`src/rtl/eesq_pkg.sv`:
```
package eesq_pkg;

  typedef enum logic [1:0] {
    OP_STAT_RD   = 2'd0,
    OP_STAT_WR   = 2'd1,
    OP_CLEAR_ALL = 2'd2,
    OP_FILL_ALL  = 2'd3
  } op_e;

  typedef enum logic [1:0] {
    XK_SEND = 2'd0,
    XK_RECV = 2'd1,
    XK_ACK  = 2'd2
  } xkind_e;

  typedef enum logic [1:0] {
    CM_PEEK   = 2'd0,
    CM_ENABLE = 2'd1,
    CM_MAIN   = 2'd2,
    CM_POLL   = 2'd3
  } cmd_e;

  typedef enum logic [1:0] {
    ER_NONE    = 2'd0,
    ER_NOACK   = 2'd1,
    ER_PROTECT = 2'd2,
    ER_TIMEOUT = 2'd3
  } err_e;

  localparam int STEP_W = 3;
  localparam logic [STEP_W-1:0] STEP_HDR  = 3'd0;
  localparam logic [STEP_W-1:0] STEP_DEV  = 3'd1;
  localparam logic [STEP_W-1:0] STEP_CMD  = 3'd2;
  localparam logic [STEP_W-1:0] STEP_BODY = 3'd3;
  localparam logic [STEP_W-1:0] STEP_ACK  = 3'd4;

  function automatic logic guard_set(input logic [7:0] s);
    return s[3] | s[2];
  endfunction

  function automatic logic write_busy(input logic [7:0] s);
    return s[0];
  endfunction

  function automatic logic is_bulk(input op_e op);
    return (op == OP_CLEAR_ALL) || (op == OP_FILL_ALL);
  endfunction

  function automatic logic reads_status(input cmd_e c, input op_e op);
    return (c == CM_PEEK) || (c == CM_POLL) || ((c == CM_MAIN) && (op == OP_STAT_RD));
  endfunction

  function automatic logic [1:0] frame_pos(input logic [STEP_W-1:0] step);
    return (step >= STEP_BODY) ? 2'd3 : step[1:0];
  endfunction

  function automatic cmd_e first_cmd(input op_e op, input logic auto_mode);
    if (is_bulk(op))                         return CM_PEEK;
    else if (op == OP_STAT_WR && auto_mode)  return CM_ENABLE;
    else                                     return CM_MAIN;
  endfunction

endpackage

```
`src/rtl/eesq_frame.sv`:
```
module eesq_frame
  import eesq_pkg::*;
#(
  parameter logic [7:0] HDR_BYTE     = 8'h55,
  parameter logic [7:0] DEV_BYTE     = 8'hA0,
  parameter logic [7:0] CODE_STAT_RD = 8'h05,
  parameter logic [7:0] CODE_STAT_WR = 8'h6E,
  parameter logic [7:0] CODE_WEN     = 8'h96,
  parameter logic [7:0] CODE_CLEAR   = 8'h6D,
  parameter logic [7:0] CODE_FILL    = 8'h67
) (
  input  cmd_e              cmd,
  input  op_e               op,
  input  logic [STEP_W-1:0] step,
  input  logic [7:0]        wdata,
  input  logic              ack_more,
  output xkind_e            kind,
  output logic [7:0]        byte_o,
  output logic              mak
);

  logic [7:0] opcode;
  logic       cmd_final;
  logic       rd_frame;

  always_comb begin
    unique case (cmd)
      CM_PEEK, CM_POLL: opcode = CODE_STAT_RD;
      CM_ENABLE:        opcode = CODE_WEN;
      default: begin
        unique case (op)
          OP_STAT_RD:   opcode = CODE_STAT_RD;
          OP_STAT_WR:   opcode = CODE_STAT_WR;
          OP_CLEAR_ALL: opcode = CODE_CLEAR;
          default:      opcode = CODE_FILL;
        endcase
      end
    endcase
    rd_frame  = reads_status(cmd, op);
    cmd_final = (cmd == CM_ENABLE) || ((cmd == CM_MAIN) && is_bulk(op));
  end

  always_comb begin
    kind   = XK_SEND;
    byte_o = 8'h00;
    mak    = 1'b1;
    unique case (step)
      STEP_HDR: byte_o = HDR_BYTE;
      STEP_DEV: byte_o = DEV_BYTE;
      STEP_CMD: begin
        byte_o = opcode;
        mak    = ~cmd_final;
      end
      STEP_BODY: begin
        if (rd_frame) begin
          kind = XK_RECV;
          mak  = 1'b0;
        end else begin
          byte_o = wdata;
          mak    = 1'b0;
        end
      end
      default: begin
        kind = XK_ACK;
        mak  = ack_more;
      end
    endcase
  end

endmodule

```
`src/rtl/eesq_poll.sv`:
```
module eesq_poll #(
  parameter int POLL_MAX = 64
) (
  input  logic clk,
  input  logic rst_n,
  input  logic clr,
  input  logic rx_stb,
  input  logic rx_wip,
  input  logic active,
  output logic more,
  output logic expired
);

  localparam int CW = $clog2(POLL_MAX + 1);
  localparam logic [CW:0] LIM = (CW + 1)'(POLL_MAX);

  logic [CW-1:0] cnt;
  logic [CW:0]   cnt_nxt;

  assign cnt_nxt = {1'b0, cnt} + 1'b1;
  assign more    = active & rx_wip & (cnt_nxt < LIM);
  assign expired = active & rx_wip & (cnt_nxt >= LIM);

  always_ff @(posedge clk or negedge rst_n) begin
    if (!rst_n)                                            cnt <= '0;
    else if (clr)                                          cnt <= '0;
    else if (rx_stb && active && ({1'b0, cnt} < LIM))      cnt <= cnt_nxt[CW-1:0];
  end

  AST_POLL_CAP: assert property (@(posedge clk) disable iff (!rst_n)
    {1'b0, cnt} <= LIM);

  AST_EXPIRE_EXCLUSIVE: assert property (@(posedge clk) disable iff (!rst_n)
    !(more && expired));

endmodule

```
`src/rtl/eesq_seq.sv`:
```
module eesq_seq
  import eesq_pkg::*;
#(
  parameter logic [7:0] HDR_BYTE     = 8'h55,
  parameter logic [7:0] DEV_BYTE     = 8'hA0,
  parameter logic [7:0] CODE_STAT_RD = 8'h05,
  parameter logic [7:0] CODE_STAT_WR = 8'h6E,
  parameter logic [7:0] CODE_WEN     = 8'h96,
  parameter logic [7:0] CODE_CLEAR   = 8'h6D,
  parameter logic [7:0] CODE_FILL    = 8'h67,
  parameter int         POLL_MAX     = 64
) (
  input  logic       clk,
  input  logic       rst_n,
  input  logic       req_start,
  input  logic [1:0] req_op,
  input  logic [7:0] req_wdata,
  input  logic       req_auto,
  output logic       busy,
  output logic       done,
  output logic [1:0] err_code,
  output logic [1:0] err_pos,
  output logic [7:0] status_out,
  output logic       xfer_valid,
  output logic [1:0] xfer_kind,
  output logic [7:0] xfer_byte,
  output logic       xfer_mak,
  input  logic       xfer_done,
  input  logic       xfer_sak,
  input  logic [7:0] xfer_rdata
);

  typedef enum logic [1:0] {ST_IDLE, ST_ISSUE, ST_WAIT} st_e;

  st_e               state;
  op_e               op_q;
  cmd_e              cmd_q;
  logic [STEP_W-1:0] step_q;
  logic [7:0]        wdata_q;
  logic              auto_q;
  logic              ack_more_q;
  logic              tout_q;
  logic [7:0]        status_q;
  logic              done_q;
  err_e              err_q;
  logic [1:0]        pos_q;

  xkind_e            fr_kind;
  logic [7:0]        fr_byte;
  logic              fr_mak;

  eesq_frame #(
    .HDR_BYTE(HDR_BYTE), .DEV_BYTE(DEV_BYTE), .CODE_STAT_RD(CODE_STAT_RD),
    .CODE_STAT_WR(CODE_STAT_WR), .CODE_WEN(CODE_WEN),
    .CODE_CLEAR(CODE_CLEAR), .CODE_FILL(CODE_FILL)
  ) u_frame (
    .cmd(cmd_q), .op(op_q), .step(step_q), .wdata(wdata_q),
    .ack_more(ack_more_q), .kind(fr_kind), .byte_o(fr_byte), .mak(fr_mak)
  );

  // named internal events
  logic xfer_evt, sak_miss, cmd_close, poll_clr, rx_stb;
  logic poll_more, poll_expired;
  logic [STEP_W-1:0] step_next;

  assign xfer_evt  = (state == ST_WAIT) && xfer_done;
  assign sak_miss  = xfer_evt && (fr_kind != XK_RECV) && (step_q != STEP_HDR) && !xfer_sak;
  assign cmd_close = xfer_evt && !sak_miss && (fr_kind != XK_RECV) && !fr_mak;
  assign poll_clr  = (state == ST_ISSUE) && (step_q == STEP_HDR);
  assign rx_stb    = xfer_evt && (fr_kind == XK_RECV);

  eesq_poll #(.POLL_MAX(POLL_MAX)) u_poll (
    .clk(clk), .rst_n(rst_n), .clr(poll_clr), .rx_stb(rx_stb),
    .rx_wip(write_busy(xfer_rdata)), .active(cmd_q == CM_POLL),
    .more(poll_more), .expired(poll_expired)
  );

  always_comb begin
    unique case (fr_kind)
      XK_RECV: step_next = STEP_ACK;
      XK_ACK:  step_next = STEP_BODY;
      default: step_next = step_q + 1'b1;
    endcase
  end

  // decision at the end of a frame
  logic fin_go;
  err_e fin_code;
  cmd_e nxt_cmd;

  always_comb begin
    fin_go   = 1'b0;
    fin_code = ER_NONE;
    nxt_cmd  = cmd_q;
    unique case (cmd_q)
      CM_PEEK: begin
        if (guard_set(status_q)) begin
          fin_go   = 1'b1;
          fin_code = ER_PROTECT;
        end else begin
          nxt_cmd = auto_q ? CM_ENABLE : CM_MAIN;
        end
      end
      CM_ENABLE: nxt_cmd = CM_MAIN;
      CM_MAIN: begin
        if (op_q == OP_STAT_RD || !auto_q) fin_go = 1'b1;
        else                               nxt_cmd = CM_POLL;
      end
      default: begin
        fin_go   = 1'b1;
        fin_code = tout_q ? ER_TIMEOUT : ER_NONE;
      end
    endcase
  end

  always_ff @(posedge clk or negedge rst_n) begin
    if (!rst_n) begin
      state      <= ST_IDLE;
      op_q       <= OP_STAT_RD;
      cmd_q      <= CM_MAIN;
      step_q     <= STEP_HDR;
      wdata_q    <= '0;
      auto_q     <= 1'b0;
      ack_more_q <= 1'b0;
      tout_q     <= 1'b0;
      status_q   <= '0;
      done_q     <= 1'b0;
      err_q      <= ER_NONE;
      pos_q      <= '0;
    end else begin
      done_q <= 1'b0;
      unique case (state)
        ST_IDLE: begin
          if (req_start) begin
            op_q       <= op_e'(req_op);
            wdata_q    <= req_wdata;
            auto_q     <= req_auto;
            cmd_q      <= first_cmd(op_e'(req_op), req_auto);
            step_q     <= STEP_HDR;
            ack_more_q <= 1'b0;
            tout_q     <= 1'b0;
            state      <= ST_ISSUE;
          end
        end
        ST_ISSUE: state <= ST_WAIT;
        default: begin
          if (xfer_evt) begin
            if (rx_stb) begin
              status_q   <= xfer_rdata;
              ack_more_q <= poll_more;
              tout_q     <= poll_expired;
            end
            if (sak_miss) begin
              state  <= ST_IDLE;
              done_q <= 1'b1;
              err_q  <= ER_NOACK;
              pos_q  <= frame_pos(step_q);
            end else if (cmd_close) begin
              if (fin_go) begin
                state  <= ST_IDLE;
                done_q <= 1'b1;
                err_q  <= fin_code;
                pos_q  <= '0;
              end else begin
                cmd_q      <= nxt_cmd;
                step_q     <= STEP_HDR;
                ack_more_q <= 1'b0;
                state      <= ST_ISSUE;
              end
            end else begin
              step_q <= step_next;
              state  <= ST_ISSUE;
            end
          end
        end
      endcase
    end
  end

  assign busy       = (state != ST_IDLE);
  assign done       = done_q;
  assign err_code   = err_q;
  assign err_pos    = pos_q;
  assign status_out = status_q;
  assign xfer_valid = (state == ST_ISSUE);
  assign xfer_kind  = fr_kind;
  assign xfer_byte  = fr_byte;
  assign xfer_mak   = fr_mak;

  AST_VALID_PULSE: assert property (@(posedge clk) disable iff (!rst_n)
    xfer_valid |=> !xfer_valid);

  AST_DONE_IDLE: assert property (@(posedge clk) disable iff (!rst_n)
    done |-> !busy);

  AST_FIELDS_HELD: assert property (@(posedge clk) disable iff (!rst_n)
    (state == ST_WAIT && $past(state) == ST_WAIT) |-> ($stable(xfer_byte) && $stable(xfer_mak) && $stable(xfer_kind)));

  AST_MAK_WHILE_BUSY: assert property (@(posedge clk) disable iff (!rst_n)
    (xfer_valid && xfer_kind == 2'd2 && xfer_mak) |-> status_q[0]);

  AST_PROTECT_CAUSE: assert property (@(posedge clk) disable iff (!rst_n)
    (done && err_code == 2'd2) |-> (status_q[3:2] != 2'b00));

  AST_TIMEOUT_CLOSED: assert property (@(posedge clk) disable iff (!rst_n)
    (done && err_code == 2'd3) |-> (!ack_more_q && status_q[0]));

endmodule

```
`config.mk`:
```
export PLATFORM = sky130hd
export DESIGN_NAME = eesq_seq
export DESIGN_NICKNAME = d
export VERILOG_FILES = /design/src/rtl/eesq_pkg.sv /design/src/rtl/eesq_frame.sv /design/src/rtl/eesq_poll.sv /design/src/rtl/eesq_seq.sv
export SDC_FILE = /design/constraint.sdc
export NUM_CORES = 1
export LEC_CHECK = 0
export BUFFER_PORTS_ARGS = -buffer_cell sky130_fd_sc_hd__buf_2
export CAP_MARGIN = 10
export CORE_UTILIZATION = 55
export CTS_BUF_LIST = sky130_fd_sc_hd__clkbuf_4 sky130_fd_sc_hd__clkbuf_8
export DETAILED_ROUTE_END_ITERATION = 8
export PLACE_DENSITY_LB_ADDON = 0.1
export SETUP_SLACK_MARGIN = 0.15
export SKIP_LAST_GASP = 1
export SLEW_MARGIN = 20
export SYNTH_ARGS = -nofsm -noshare
export SYNTH_HDL_FRONTEND = slang
export SYNTH_HIERARCHICAL = 1
export SYNTH_SLANG_ARGS = --single-unit
export TNS_END_PERCENT = 1
```
`constraint.sdc`:
```
create_clock -name clk -period 3.4 [get_ports clk]
set_input_delay 0.85 -clock clk [delete_from_list [all_inputs] [get_ports clk]]
set_output_delay 0.85 -clock clk [all_outputs]
set_load 0.01 [all_outputs]
```
Word-level counts from Yosys, hierarchy flattened

Cells that the tools add are included.

Bits in registers: 40
Bits in latches: 0
RAM bits: 0
Bits in read-only memories: 0
Bits of input ports: 24
Output and inout bits: 26
Logic and storage cells: 162
Memories kept: 0

Add/sub/neg operators: 2
Multiply operators: 0
Divide/modulo/power cells: 0
Magnitude comparators: 4
Equal/unequal tests: 23
Shifts and indexed selects: 0
Multiplexer cells: 62
Bitwise logic cells: 7
Reduce and logical (&&, ||, !) cells: 51

Operators by type and width:

| kind                | number |
|---|---|
| $mux 2              | 23 |
| $pmux 8 s4          | 1 |
| $pmux 7 s3          | 1 |
| $mux 1              | 17 |
| $eq 2x2->1 const B  | 8 |
| $pmux 2 s2          | 4 |
| $pmux 8 s2          | 1 |
| $mux 3              | 5 |
| $logic_and 1x1->1   | 14 |
| $mux 7              | 2 |
| $reduce_bool 2->1   | 7 |
| $pmux 3 s2          | 2 |
| $eq 2x1->1 const B  | 5 |
| $reduce_and 9->1    | 1 |
| $add 7x1->8 const B | 1 |
| $ge 8x7->1 const B  | 1 |
| $lt 8x7->1 const B  | 1 |
| $mux 8              | 1 |
| $reduce_and 4->1    | 2 |
| $reduce_or 2->1     | 4 |
| $lt 7x7->1 const B  | 1 |
| $eq 3x2->1 const B  | 2 |
| $logic_not 2->1     | 3 |
| $logic_or 1x1->1    | 6 |
| 21 further kinds    | 36 |

Logic depth before layout (Yosys ltp)

Gate-level depths: netlist of the first run.

Depth after elaboration: 17
Mapped depth: 12
Mapped depth without buffers: 10

By module

Netlist of the first run, hierarchy kept.

Modules (own cells, without submodules):

| module     | times used | cells each | area an instance (um2) | seq. area each (um2) |
|---|---|---|---|---|
| eesq_seq   | 1          | 158        | 1,676.6                | 827.0 |
| eesq_frame | 1          | 57         | 422.9                  | 0.0 |
| eesq_poll  | 1          | 37         | 385.4                  | 175.2 |

Worst setup path before layout of the first run

No wires, ideal clock.

Path kind: reg2reg
Start: reg cmd_q[0]
End: reg u_poll.cnt[5]
Setup time: 0.078 ns
Arrival time: 2.949 ns
Required time: 3.322 ns
Slack: 0.374 ns
Stages on the path, launching flop included: 13
Buffers on the path: 2
Clock period less this slack: 3.026 ns
Path through: dfrtp_1 inv_1 ha_1 a21oi_2 nor3b_1 ha_1 nand4b_1 clkbuf_1 inv_1 buf_2 nand3b_4 or4_1 a21oi_1

Word-level cells in the longest chain between the ends: 10
Elaborated cells on any way between the ends: 13
Classes of those cells: eq/ne: 3; mux: 2; reduce/logical: 8

Ends and longest elaborated chain:

| item                                                         | RTL line         | source |
|---|---|---|
| start, declared                                              | eesq_seq.sv:37   | `cmd_e cmd_q;` |
| start signal, assigned                                       | eesq_seq.sv:138  | `cmd_q <= first_cmd(op_e'(req_op), req_auto);` |
| start signal, assigned                                       | eesq_seq.sv:165  | `cmd_q <= nxt_cmd;` |
| $eq 2x2->1 / $logic_not 2->1 (equally long branches)         | eesq_pkg.sv:50   | `return (c == CM_PEEK) \|\| (c == CM_POLL) \|\| ((c == CM_MAIN) && (op == OP_STAT_RD));` |
| $logic_or 1x1->1 / $logic_and 1x1->1 (equally long branches) | eesq_pkg.sv:50   |  |
| $logic_or 1x1->1 (*)                                         | eesq_pkg.sv:50   |  |
| $mux 1 (*)                                                   | eesq_frame.sv:55 | `if (rd_frame) begin` |
| $pmux 2 s2 (*)                                               | eesq_frame.sv:47 | `unique case (step)` |
| net xfer_kind[0]                                             | eesq_seq.sv:25   | `output logic [1:0] xfer_kind,` |
| $eq 2x1->1 (*)                                               | eesq_seq.sv:70   | `assign rx_stb = xfer_evt && (fr_kind == XK_RECV);` |
| $logic_and 1x1->1 (*)                                        | eesq_seq.sv:70   |  |
| net rx_stb                                                   | eesq_seq.sv:62   | `logic xfer_evt, sak_miss, cmd_close, poll_clr, rx_stb;` |
| $logic_and 1x1->1 (*) (2 in series)                          | eesq_poll.sv:27  | `else if (rx_stb && active && ({1'b0, cnt} < LIM)) cnt <= cnt_nxt[CW-1:0];` |
| $reduce_bool 2->1 (no line) (*)                              | -                |  |
| end signal, assigned                                         | eesq_poll.sv:27  |  |
| end, declared                                                | eesq_poll.sv:17  | `logic [CW-1:0] cnt;` |

Mark *: on every way through the listed nets, which the timed path passes. The rest lies on a longest branch.
A chain may end at the register's enable or synchronous reset.

Worst setup path after layout of the first run

Start: reg cmd_q[0]
End: reg u_poll.cnt[5]

Word-level cells in the longest chain between the ends: 10
Elaborated cells on any way between the ends: 13
Classes of those cells: eq/ne: 3; mux: 2; reduce/logical: 8

Ends and longest elaborated chain:

| item                                                         | RTL line |
|---|---|
| $eq 2x2->1, or another cell as far along                     | eesq_pkg.sv:50, eesq_seq.sv:74 |
| $logic_or 1x1->1 / $logic_and 1x1->1 (equally long branches) | eesq_pkg.sv:50 |
| $logic_or 1x1->1                                             | eesq_pkg.sv:50 |
| $mux 1                                                       | eesq_frame.sv:55 |
| $pmux 2 s2                                                   | eesq_frame.sv:47 |
| $eq 2x1->1                                                   | eesq_seq.sv:70 |
| $logic_and 1x1->1                                            | eesq_seq.sv:70 |
| $logic_and 1x1->1 (*) (2 in series)                          | eesq_poll.sv:27 |
| $reduce_bool 2->1 (no line) (*)                              | - |

Every way passes the cells marked *; elsewhere a longest branch is shown, timed or not.

==> metrics.cfg, run 1 <==
[run_status]
status = complete, no violations

[clock_tree]
clk_pin_slew_ps = 80
h-tree-depth = 2
postCtsSetupBuffers = 0
clock-sinks = 40
cts_hold_buf = 0
cts_tree = built
clock_latency_ps = 300
cts_buffer_depth = 2
cts_resized = 0
cts-root-buf = clkbuf_8
cts_buffers = 5

[sta]
tightest_slew_ps = 894.0
hold_viol_final = 0
skew_ps = 8.619
fin_hold_ws_ps = 471.0
finalSetupTns_ps = 0
finalCriticalPeriod_ps = 2902
setup_viol_count_final = 0
rsz0062_at_grt = no
max_slew_margin = 0.4040
finalMaxSlewViolations = 0
max_freq_mhz = 344.5
setup_ws_ps = 497.6
period_share = 0.8537

[worst_setup_path]
critPathLaunchType = flop
critPathTopFamily = simple AND/OR/NAND/NOR gates
cp_num_buf_inv = 3
cpPeakStageDelay_ps = 490
crit_chain = inv_1, ha_1, a21oi_2, nor3b_1, ha_1, nand4b_1, buf_4, inv_1, nand3b_4, or4_1, a21oi_1
criticalPathCategory = flop to flop
critPathSlowestCell = or4_1
worstPathRequired_ps = 3620
crit_path_max_fanout = 11
crit_arrival_ps = 3120
end_kind = flop

[job]
drv_cap = 0

[detailed_routing]
drt.antenna.violating_nets = 0
vias_per_cell = 5.451
vias = 1935
wl_per_cell_um = 13.48
drt_iter0_markers = 131
routed_wl_um = 4786
drc_errors = 0
first_pass_iters = 4

[final_layout]
fin_nets = 346
area_growth_pct = 14.85
antenna_cells = 0
layout-drive-gt1-share = 0.2970
design_area_sq_um = 2854
finalNonFillerCells = 355
fillCellCount = 380

[floorplanning]
core_area_sq_um = 4354
ios = 50
die_w_um = 69.22
die_h_um = 69.22
rows = 24
die_area_sq_um = 4791
start_util = 0.5707

[power_and_ir_drop]
irDropWorstVdd_mv = 0.4213
p_leak_nw = 1.489
p_per_area_nw_per_um2 = 828.8

[grt]
first_global_vias = 1897
grt_usage = 0.2243
grt_pass1_wl_um = 8714
grt_max_degree = 41
grt-ovfl-total = 0
antenna_found_initial = 0

[place]
place.gp.congestion = 0.7808
placedCellCount = 347
portBuffers = 49
dpl_worst_slack_ps = 531.4
dpl_cell_area_sq_um = 2743
dp_hpwl_um = 3501

[synth]
synth_seq_cells = 40
syn_area_sq_um = 2485
yosys.area.top_type = dfrtp_1
synth-async-reset-ratio = 1.000
yosysWarnings = 6
syn_inst = 252
synthDistinctLibCells = 62
ys_top_cells_by_area = dfrtp_1 (39%), ha_1 (10%), nand2_1 (6.0%), mux2_2 (5.4%), inv_1 (2.9%)
synth_edf_count = 0
synth.avg_cell_area_sq_um = 9.861
synth_top_area_share = 0.3927
synth.yosys.seq_area_share = 0.4033
synth_ff_type = dfrtp_1
syn-num-nets = 296

[worst_hold_path]
worstHoldPathType = flop to flop

==> cell families after synthesis <==
logic type	count (synthesis)	synth area share
AO/OA/AOI/OAI	54	0.1556
flip-flops	40	0.4033
AND/OR/NAND/NOR	92	0.2049
adder cells (fa/ha/maj)	20	0.1007
buffers and inverters	29	0.06193
multiplexers	15	0.06647
XOR/XNOR	2	0.007051
==> power by group <==
part | switching (mW) | leakage (nW) | internal [mW]
registers | 0.157 | 0.515 | 0.655
clock network | 0.168 | 0.0586 | 0.226
logic | 0.633 | 0.916 | 0.526
total | 0.958 | 1.49 | 1.41
==> worst register-to-register path: cells and delay by family, from the launching register on <==
family          cells  cell delay (ps)
compound gates      2              240
fa+ha+maj           2              610
buf+inv             3              400
flops               1              470
simple gates        4             1100
==> worst paths after layout <==
path | startpoint | endpoint | slack [ps] | cells past startpoint
hold / removal | status_out[1] | status_out[1] | 470 | 2
setup / recovery | cmd_q[0] | u_poll/cnt[5] | 500 | 11
hold reg to reg | status_out[1] | status_out[1] | 470 | 2
min in group asynchronous | rst_n | u_poll/cnt[2] | 670 | 1
setup reg to reg | cmd_q[0] | u_poll/cnt[5] | 500 | 11
max in group asynchronous | rst_n | wdata_q[2] | 2160 | 1
==> registers in the layout, indices dropped and copies added (netlist names), 2 cells and up <==
register,flops
cmd_q,2
err_pos,2
state,2
err_code,2
step_q,3
op_q,2
u_poll/cnt,7
status_out,8
wdata_q,8
==> final cells by class <==
| type | count | area, sq um | share of cell area |
|---|---|---|---|
| Inverter | 19 | 71.32 | 0.02499 |
| Clock buffer | 6 | 76.32 | 0.02674 |
| Timing Repair Buffer | 53 | 275.3 | 0.09645 |
| Tap cell | 52 | 65.06 | 0.02280 |
| Multi-Input combinational cell | 183 | 1329 | 0.4656 |
| Clock inverter | 2 | 35.03 | 0.01228 |
| Sequential cell | 40 | 1002 | 0.3512 |
==> synthesized netlist by cell type (all sizes together), types with 2 or more instances <==
cell type   n
a21oi      15
dfrtp      39
o31ai       3
a21o        5
or3         2
a211o       2
and3        2
a31oi       2
inv        19
nand3b      4
buf         7
nor2       11
mux2i       3
nand4b      2
and2        2
a211oi      2
xor2        2
clkbuf      3
nor2b       2
mux2       12
o2bb2ai     2
ha         20
nand2b      6
nand2      40
o21ai      11
nand3       7
or2b        2
a21boi      2
nand4       4
==> stage by stage <==
stage | util | power, mW
4_1_cts | 0.6555 | 2.390
6_report | 0.6555 | 2.365
2_1_floorplan | - | 1.700
3_3_place_gp | 0.6299 | 1.972
3_5_place_dp | 0.6299 | 1.991
5_1_grt | 0.6555 | 2.580
==> layout by cell type (no fill, tap or decap), types with 2 or more instances in the layout <==
cell type  synthesis  final
buf_2              3     49
nand2_1           40     40
dfrtp_1           39     39
ha_1              20     20
inv_1             19     19
a21oi_1           14     14
mux2_2            12     12
nor2_1            11     11
o21ai_0           10     10
nand3_1            6      6
nand2b_1           5      5
clkbuf_8           1      5
a21o_1             4      4
buf_4              2      4
nand4_1            4      4
mux2i_1            3      3
o31ai_1            3      3
nand3b_1           3      3
nor2b_1            2      2
nand4b_1           2      2
and3_1             2      2
o2bb2ai_1          2      2
and2_1             2      2
a31oi_1            2      2
xor2_1             2      2
or3_2              2      2
==> metal layers <==
metal / global-route usage / vias up / wire, um
met2: 0.3474 / 31 / 2210
met5: 0 / - / 0
met1: 0.3092 / 922 / 2399
li1: - / 978 / -
met3: 0.05233 / 4 / 139
met4: 0.07710 / 0 / 36
(Power assumes the default switching activity.)
==> run 2: changes to the inputs <==
--- a/config.mk
+++ b/config.mk
@@ -10,12 +10,12 @@
 export CORE_UTILIZATION = 55
 export CTS_BUF_LIST = sky130_fd_sc_hd__clkbuf_4 sky130_fd_sc_hd__clkbuf_8
 export DETAILED_ROUTE_END_ITERATION = 8
+export MAX_ROUTING_LAYER = met4
 export PLACE_DENSITY_LB_ADDON = 0.1
 export SETUP_SLACK_MARGIN = 0.15
 export SKIP_LAST_GASP = 1
 export SLEW_MARGIN = 20
 export SYNTH_ARGS = -nofsm -noshare
 export SYNTH_HDL_FRONTEND = slang
-export SYNTH_HIERARCHICAL = 1
 export SYNTH_SLANG_ARGS = --single-unit
 export TNS_END_PERCENT = 1
==> constraint.sdc (replaced) <==
create_clock -name clk -period 3.2 [get_ports clk]
set_input_delay 0.8 -clock clk [delete_from_list [all_inputs] [get_ports clk]]
set_output_delay 0.8 -clock clk [all_outputs]
set_load 0.01 [all_outputs]
==> run 2 against run 1 <==
  * First-iteration DRC count fell by 24%
  * Clock skew fell by 0.93 ps
  * Via count fell by 1.4%
  * Sequential power rose by 4.7%
  * Critical path type is now flop to primary output
  * Highest routed layer unchanged
  * Combinational power rose by 8%
  * Area after synthesis fell by 3.6%
==> metrics.cfg, run 2 <==
[clock_tree]
clock_latency_ps = 290  ; was 300 ps
clk_pin_slew_ps = 80  ; about the same
h-tree-depth = 2  ; unchanged
cts_buffers = 5  ; unchanged
cts_hold_buf = 0  ; unchanged
cts-root-buf = clkbuf_8  ; unchanged
cts_buffer_depth = 2  ; unchanged
cts_resized = 1  ; was 0
postCtsSetupBuffers = 0  ; unchanged
cts_tree = built  ; unchanged
clock-sinks = 40  ; unchanged

[grt]
first_global_vias = 1775  ; was 1897
grt_usage = 0.2495  ; was 0.2243
antenna_found_initial = 0  ; unchanged
grt_max_degree = 41  ; unchanged
grt_pass1_wl_um = 8259  ; was 8714 um
grt-ovfl-total = 0  ; unchanged

[power_and_ir_drop]
p_per_area_nw_per_um2 = 888.2  ; was 828.8 nW/um^2
irDropWorstVdd_mv = 0.5961  ; was 0.4213 mV
power.total_mw = 2.466  ; was 2.365 mW
p_leak_nw = 1.408  ; was 1.489 nW

[worst_setup_path]
rrSetupSlack_ps = 580  ; was 500 ps
worstPathRequired_ps = 2400  ; was 3620 ps
crit_path_max_fanout = 9  ; was 11
crit_arrival_ps = 2140  ; was 3120 ps
criticalPathCategory = flop to primary output  ; was flop to flop
critPathLaunchType = flop  ; unchanged
end_kind = primary output  ; was flop

[sta]
finalSetupTns_ps = 0  ; unchanged
max_freq_mhz = 339.6
period_share = 0.9202
rsz0062_at_grt = yes  ; was no
fin_hold_ws_ps = 474.0  ; was 471.0 ps
setup_viol_count_final = 0  ; unchanged
finalCriticalPeriod_ps = 2944
hold_viol_final = 0  ; unchanged
tightest_slew_ps = 894.1  ; was 894.0 ps
skew_ps = 7.685  ; was 8.619 ps
finalMaxSlewViolations = 0  ; unchanged
max_slew_margin = 0.4040  ; about the same

[final_layout]
area_growth_pct = 15.94  ; was 14.85%
finalNonFillerCells = 355  ; unchanged
layout-drive-gt1-share = 0.2590  ; was 0.2970
fin_nets = 348  ; was 346
layout_common_cells = nand2_1 (49), buf_2 (49), dfrtp_1 (39)  ; was buf_2 (49), nand2_1 (40), dfrtp_1 (39)
utilization = 0.6794  ; was 0.6555
antenna_cells = 0  ; unchanged

[synth]
muxShareOfSynthArea = 0.05904  ; was 0.06647
syn_area_sq_um = 2395  ; was 2485 sq um
yosysWarnings = 0  ; was 6
ys_top_cells_by_area = dfrtp_1 (41%), ha_1 (10%), nand2_1 (7.7%), mux2_2 (4.2%), o21ai_0 (4.0%)  ; was dfrtp_1 (39%), ha_1 (10%), nand2_1 (6.0%), mux2_2 (5.4%), inv_1 (2.9%)
synthAdderAreaFrac = 0.1045  ; was 0.1007
synth.yosys.seq_area_share = 0.4185  ; was 0.4033
synthDistinctLibCells = 54  ; was 62
synth.avg_cell_area_sq_um = 9.391  ; was 9.861 sq um
synth_ff_type = dfrtp_1  ; unchanged
synth-async-reset-ratio = 1.000  ; unchanged
synth_xor_area_frac = 0.01829  ; was 0.007049
synth_seq_cells = 40  ; unchanged
yosys.area.top_type = dfrtp_1  ; unchanged
synth_edf_count = 0  ; unchanged
synth_top_area_share = 0.4075  ; was 0.3927
syn_inst = 255  ; was 252
yosysMostFrequentCell = nand2_1  ; unchanged
synth-compound-area-share = 0.1416  ; was 0.1556
synth_top_family_by_area = simple AND/OR/NAND/NOR gates  ; unchanged
yosys.area_share.simple = 0.2205  ; was 0.2049
synth_common_cells = nand2_1 (49), dfrtp_1 (39), ha_1 (20)  ; was nand2_1 (40), dfrtp_1 (39), ha_1 (20)
syn-num-nets = 299  ; was 296

[detailed_routing]
vias_per_cell = 5.372  ; was 5.451
drc_errors = 0  ; unchanged
drt.antenna.violating_nets = 0  ; unchanged
routed_wl_um = 4981  ; was 4786 um
wl_per_cell_um = 14.03  ; was 13.48 um
drt_iter0_markers = 99  ; was 131
first_pass_iters = 4  ; unchanged
vias = 1907  ; was 1935

[place]
placedCellCount = 347  ; unchanged
place.gp.congestion = 0.8957  ; was 0.7808
portBuffers = 49  ; unchanged
dp_hpwl_um = 3775  ; was 3501 um

[floorplanning]
die_area_sq_um = 4622  ; was 4791 sq um
start_util = 0.5860  ; was 0.5707
rows = 23  ; was 24
die_w_um = 67.99  ; was 69.22 um
core_area_sq_um = 4086  ; was 4354 sq um
ios = 50  ; unchanged
die_h_um = 67.99  ; was 69.22 um

[worst_hold_path]
worstHoldPathType = flop to flop  ; unchanged

[job]
drv_cap = 0  ; unchanged

[run_status]
status = complete, no violations  ; unchanged

==> run 2: cell count changes after synthesis, moves of 2 or more <==
cell,previous run,this run
o21ai_0,10,19
nor2_1,11,19
a221oi_1,0,2
nand3_1,6,2
or2_2,0,2
nor3_1,1,4
a21oi_1,14,10
inv_1,19,12
mux2_2,12,9
xor2_1,2,4
nand2_1,40,49
==> run 2: area by class of cell <==
type / count / area [sq um]
Clock buffer: 8 / 103.9
Fill cell: 357 / 1310
Inverter: 12 / 45.04
Multi-Input combinational cell: 195 / 1310
Sequential cell: 40 / 1002
Tap cell: 50 / 62.56
Timing Repair Buffer: 50 / 252.7
==> run 2: path summary, 6_finish.rpt <==
kind,from,endpoint,cells after the start
worst max-delay path,step_q[0],xfer_kind[1],5
worst min-delay path,status_out[1],status_out[1],2
max in group asynchronous,rst_n,wdata_q[5],1
min in group asynchronous,rst_n,wdata_q[2],1
worst max register to register,cmd_q[1],cmd_q[0],7
worst min register to register,status_out[1],status_out[1],2
==> run 2: cell families after synthesis <==
group,after synthesis
AO/OA/AOI/OAI,51
XOR/XNOR,5
buffers and inverters,20
multiplexers,13
adder cells (fa/ha/maj),20
flip-flops,40
AND/OR/NAND/NOR,106
==> run 2: critical path, stage by stage (launching register included) <==
cell and delay [ps]:
dfrtp_1 470, inv_1 100, ha_1 330, or3_2 440, a21oi_1 310, buf_2 200
==> run 2: power by group <==
part           internal, mW  switching [mW]  leakage [nW]
combinational         0.533           0.714         0.840
clock                 0.205           0.164        0.0549
sequential            0.699           0.151         0.513
==> run 2: layer usage <==
layer | GRT usage | vias up | wire, um
li1 | - | 965 | -
met4 | 0.07031 | 0 | 68
met3 | 0.05167 | 6 | 163
met5 | - | - | 0
met2 | 0.3824 | 39 | 2176
met1 | 0.3319 | 897 | 2572
==> run 2: stage by stage <==
stage / cell area [sq um] / setup WS, ps
5_1_grt: 2776 / 121.5
3_3_place_gp: 2665 / 455.8
2_1_floorplan: 2395 / 700.9
6_report: 2776 / 255.5
4_1_cts: 2771 / 216.4
3_5_place_dp: 2665 / 403.1
==> run 3: changes to the inputs <==
--- a/config.mk
+++ b/config.mk
@@ -10,7 +10,6 @@
 export CORE_UTILIZATION = 55
 export CTS_BUF_LIST = sky130_fd_sc_hd__clkbuf_4 sky130_fd_sc_hd__clkbuf_8
 export DETAILED_ROUTE_END_ITERATION = 8
-export MAX_ROUTING_LAYER = met4
 export PLACE_DENSITY_LB_ADDON = 0.1
 export SETUP_SLACK_MARGIN = 0.15
 export SKIP_LAST_GASP = 1
==> run 3 against run 2 <==
  * Combinational power about the same
  * First-iteration DRC count grew 23%
  * Cell count unchanged
  * Critical path type unchanged
  * Clock power decreased by 6.2%
  * Setup slack got worse by 2.9 ps
  * Power decreased by 0.57%
  * Routed wire length is 3.1% higher
  * Largest power group unchanged
  * Flip-flop and latch count stayed put
  * Fmax about the same
  * Sequential share of layout area up 0.15 points
  * Count of clock-buffer cells in the layout down 2
  * Critical endpoint unchanged
==> metrics.cfg, run 3 (synthesized netlist as in run 2, its figures left out) <==
[run_status]
status = complete, no violations  ; unchanged

[final_layout]
layout_common_cells = nand2_1 (49), buf_2 (49), dfrtp_1 (39)  ; unchanged
fin_nets = 348  ; unchanged
utilization = 0.6767  ; was 0.6794
antenna_cells = 0  ; unchanged
fillCellCount = 356  ; was 357
layout-drive-gt1-share = 0.2590  ; unchanged
area_growth_pct = 15.46  ; was 15.94%

[sta]
setup_viol_count_final = 0  ; unchanged
skew_ps = 11.17  ; was 7.685 ps
finalCriticalPeriod_ps = 2947  ; was 2944 ps
hold_viol_final = 0  ; unchanged
max_freq_mhz = 339.3  ; was 339.6 MHz
max_slew_margin = 0.4047  ; was 0.4040
finalSetupTns_ps = 0  ; unchanged
finalMaxSlewViolations = 0  ; unchanged
rsz0062_at_grt = yes  ; unchanged
period_share = 0.9211  ; was 0.9202
tightest_slew_ps = 893.0  ; was 894.1 ps

[clock_tree]
clock_latency_ps = 290  ; about the same
cts_buffer_depth = 2  ; unchanged
cts-root-buf = clkbuf_8  ; unchanged
h-tree-depth = 2  ; unchanged
cts_buffers = 5  ; unchanged
postCtsSetupBuffers = 0  ; unchanged
cts_tree = built  ; unchanged
clock-sinks = 40  ; unchanged
cts_resized = 1  ; unchanged
clk_pin_slew_ps = 80  ; about the same
cts_hold_buf = 0  ; unchanged

[detailed_routing]
first_pass_iters = 4  ; unchanged
vias_per_cell = 5.487  ; was 5.372
drt_iter0_markers = 122  ; was 99
drc_errors = 0  ; unchanged
drt.antenna.violating_nets = 0  ; unchanged
wl_per_cell_um = 14.47  ; was 14.03 um
routed_wl_um = 5136  ; was 4981 um
vias = 1948  ; was 1907

[job]
drv_cap = 0  ; unchanged

[floorplanning]
start_util = 0.5860  ; unchanged
die_h_um = 67.99  ; unchanged
die_area_sq_um = 4622  ; unchanged
rows = 23  ; unchanged
core_area_sq_um = 4086  ; unchanged
ios = 50  ; unchanged
die_w_um = 67.99  ; unchanged

[power_and_ir_drop]
p_leak_nw = 1.404  ; was 1.408 nW
power.total_mw = 2.452  ; was 2.466 mW
p_per_area_nw_per_um2 = 886.7  ; was 888.2 nW/um^2
irDropWorstVdd_mv = 0.5125  ; was 0.5961 mV

[worst_setup_path]
criticalPathCategory = flop to primary output  ; unchanged
end_kind = primary output  ; unchanged
worstPathRequired_ps = 2400  ; about the same
critPathLaunchType = flop  ; unchanged
crit_path_max_fanout = 8  ; was 9
crit_arrival_ps = 2150  ; was 2140 ps

[grt]
first_global_vias = 1816  ; was 1775
grt_usage = 0.2419  ; was 0.2495
grt_pass1_wl_um = 8245  ; was 8259 um
grt_max_degree = 41  ; unchanged
grt-ovfl-total = 0  ; unchanged
antenna_found_initial = 0  ; unchanged

[place]
portBuffers = 49  ; unchanged
dp_hpwl_um = 3816  ; was 3775 um
place.gp.congestion = 0.8913  ; was 0.8957

[worst_hold_path]
worstHoldPathType = flop to flop  ; unchanged

==> run 3: changes by cell type in the layout (fill, tap and decap cells not counted) <==
cell	delta
clkinv_2	+2
clkbuf_4	-1
clkbuf_8	-1
==> run 3: report_power, final <==
part           switching [mW]  internal, mW
logic                   0.715         0.533
clock network           0.175         0.172
registers               0.159         0.699
==> run 3: per-layer routing <==
metal | GRT usage | vias up | share of wire
met3 | 0.05333 | 7 | 0.045
met4 | 0.07813 | 0 | 0.0084
met1 | 0.3295 | 924 | 0.48
li1 | - | 973 | -
met2 | 0.3787 | 44 | 0.47
met5 | 0 | - | 0
==> run 3: per-stage QoR <==
stage	cells	area [sq um]	hold WS (ps)	worst slack [ps]
floorplan	255	2395	480.5	700.9
global placement	347	2665	453.4	459.7
detailed placement	347	2665	456.9	352.1
CTS	355	2760	477.0	174.9
global route	355	2765	509.1	134.5
finish	355	2765	469.7	252.6
==> run 3: final timing paths <==
path                                     from            end  slack, ps  cells past startpoint
worst max-delay path                step_q[0]   xfer_kind[1]        250                      5
worst min-delay path            status_out[1]  status_out[1]        470                      2
worst max register to register       cmd_q[1]       cmd_q[0]        600                      7
worst min register to register  status_out[1]  status_out[1]        470                      2
max in group asynchronous               rst_n        op_q[0]       2000                      1
min in group asynchronous               rst_n     wdata_q[2]        630                      1
==> run 3: final cells by class <==
class	count	area (sq um)	area share
inverter	12	45.04	0.01629
clock inverter	2	10.01	0.003620
clock buffer	6	82.58	0.02986
sequential	40	1002	0.3624
tap	50	62.56	0.02262
multi-input combinational	195	1310	0.4738
timing repair buffer	50	252.7	0.09140
==> run 3: critical path, stage by stage, from the launching register on <==
cell and delay [ps]:
dfrtp_1 470, inv_1 100, ha_1 310, or3_2 470
a21oi_1 310, buf_2 200
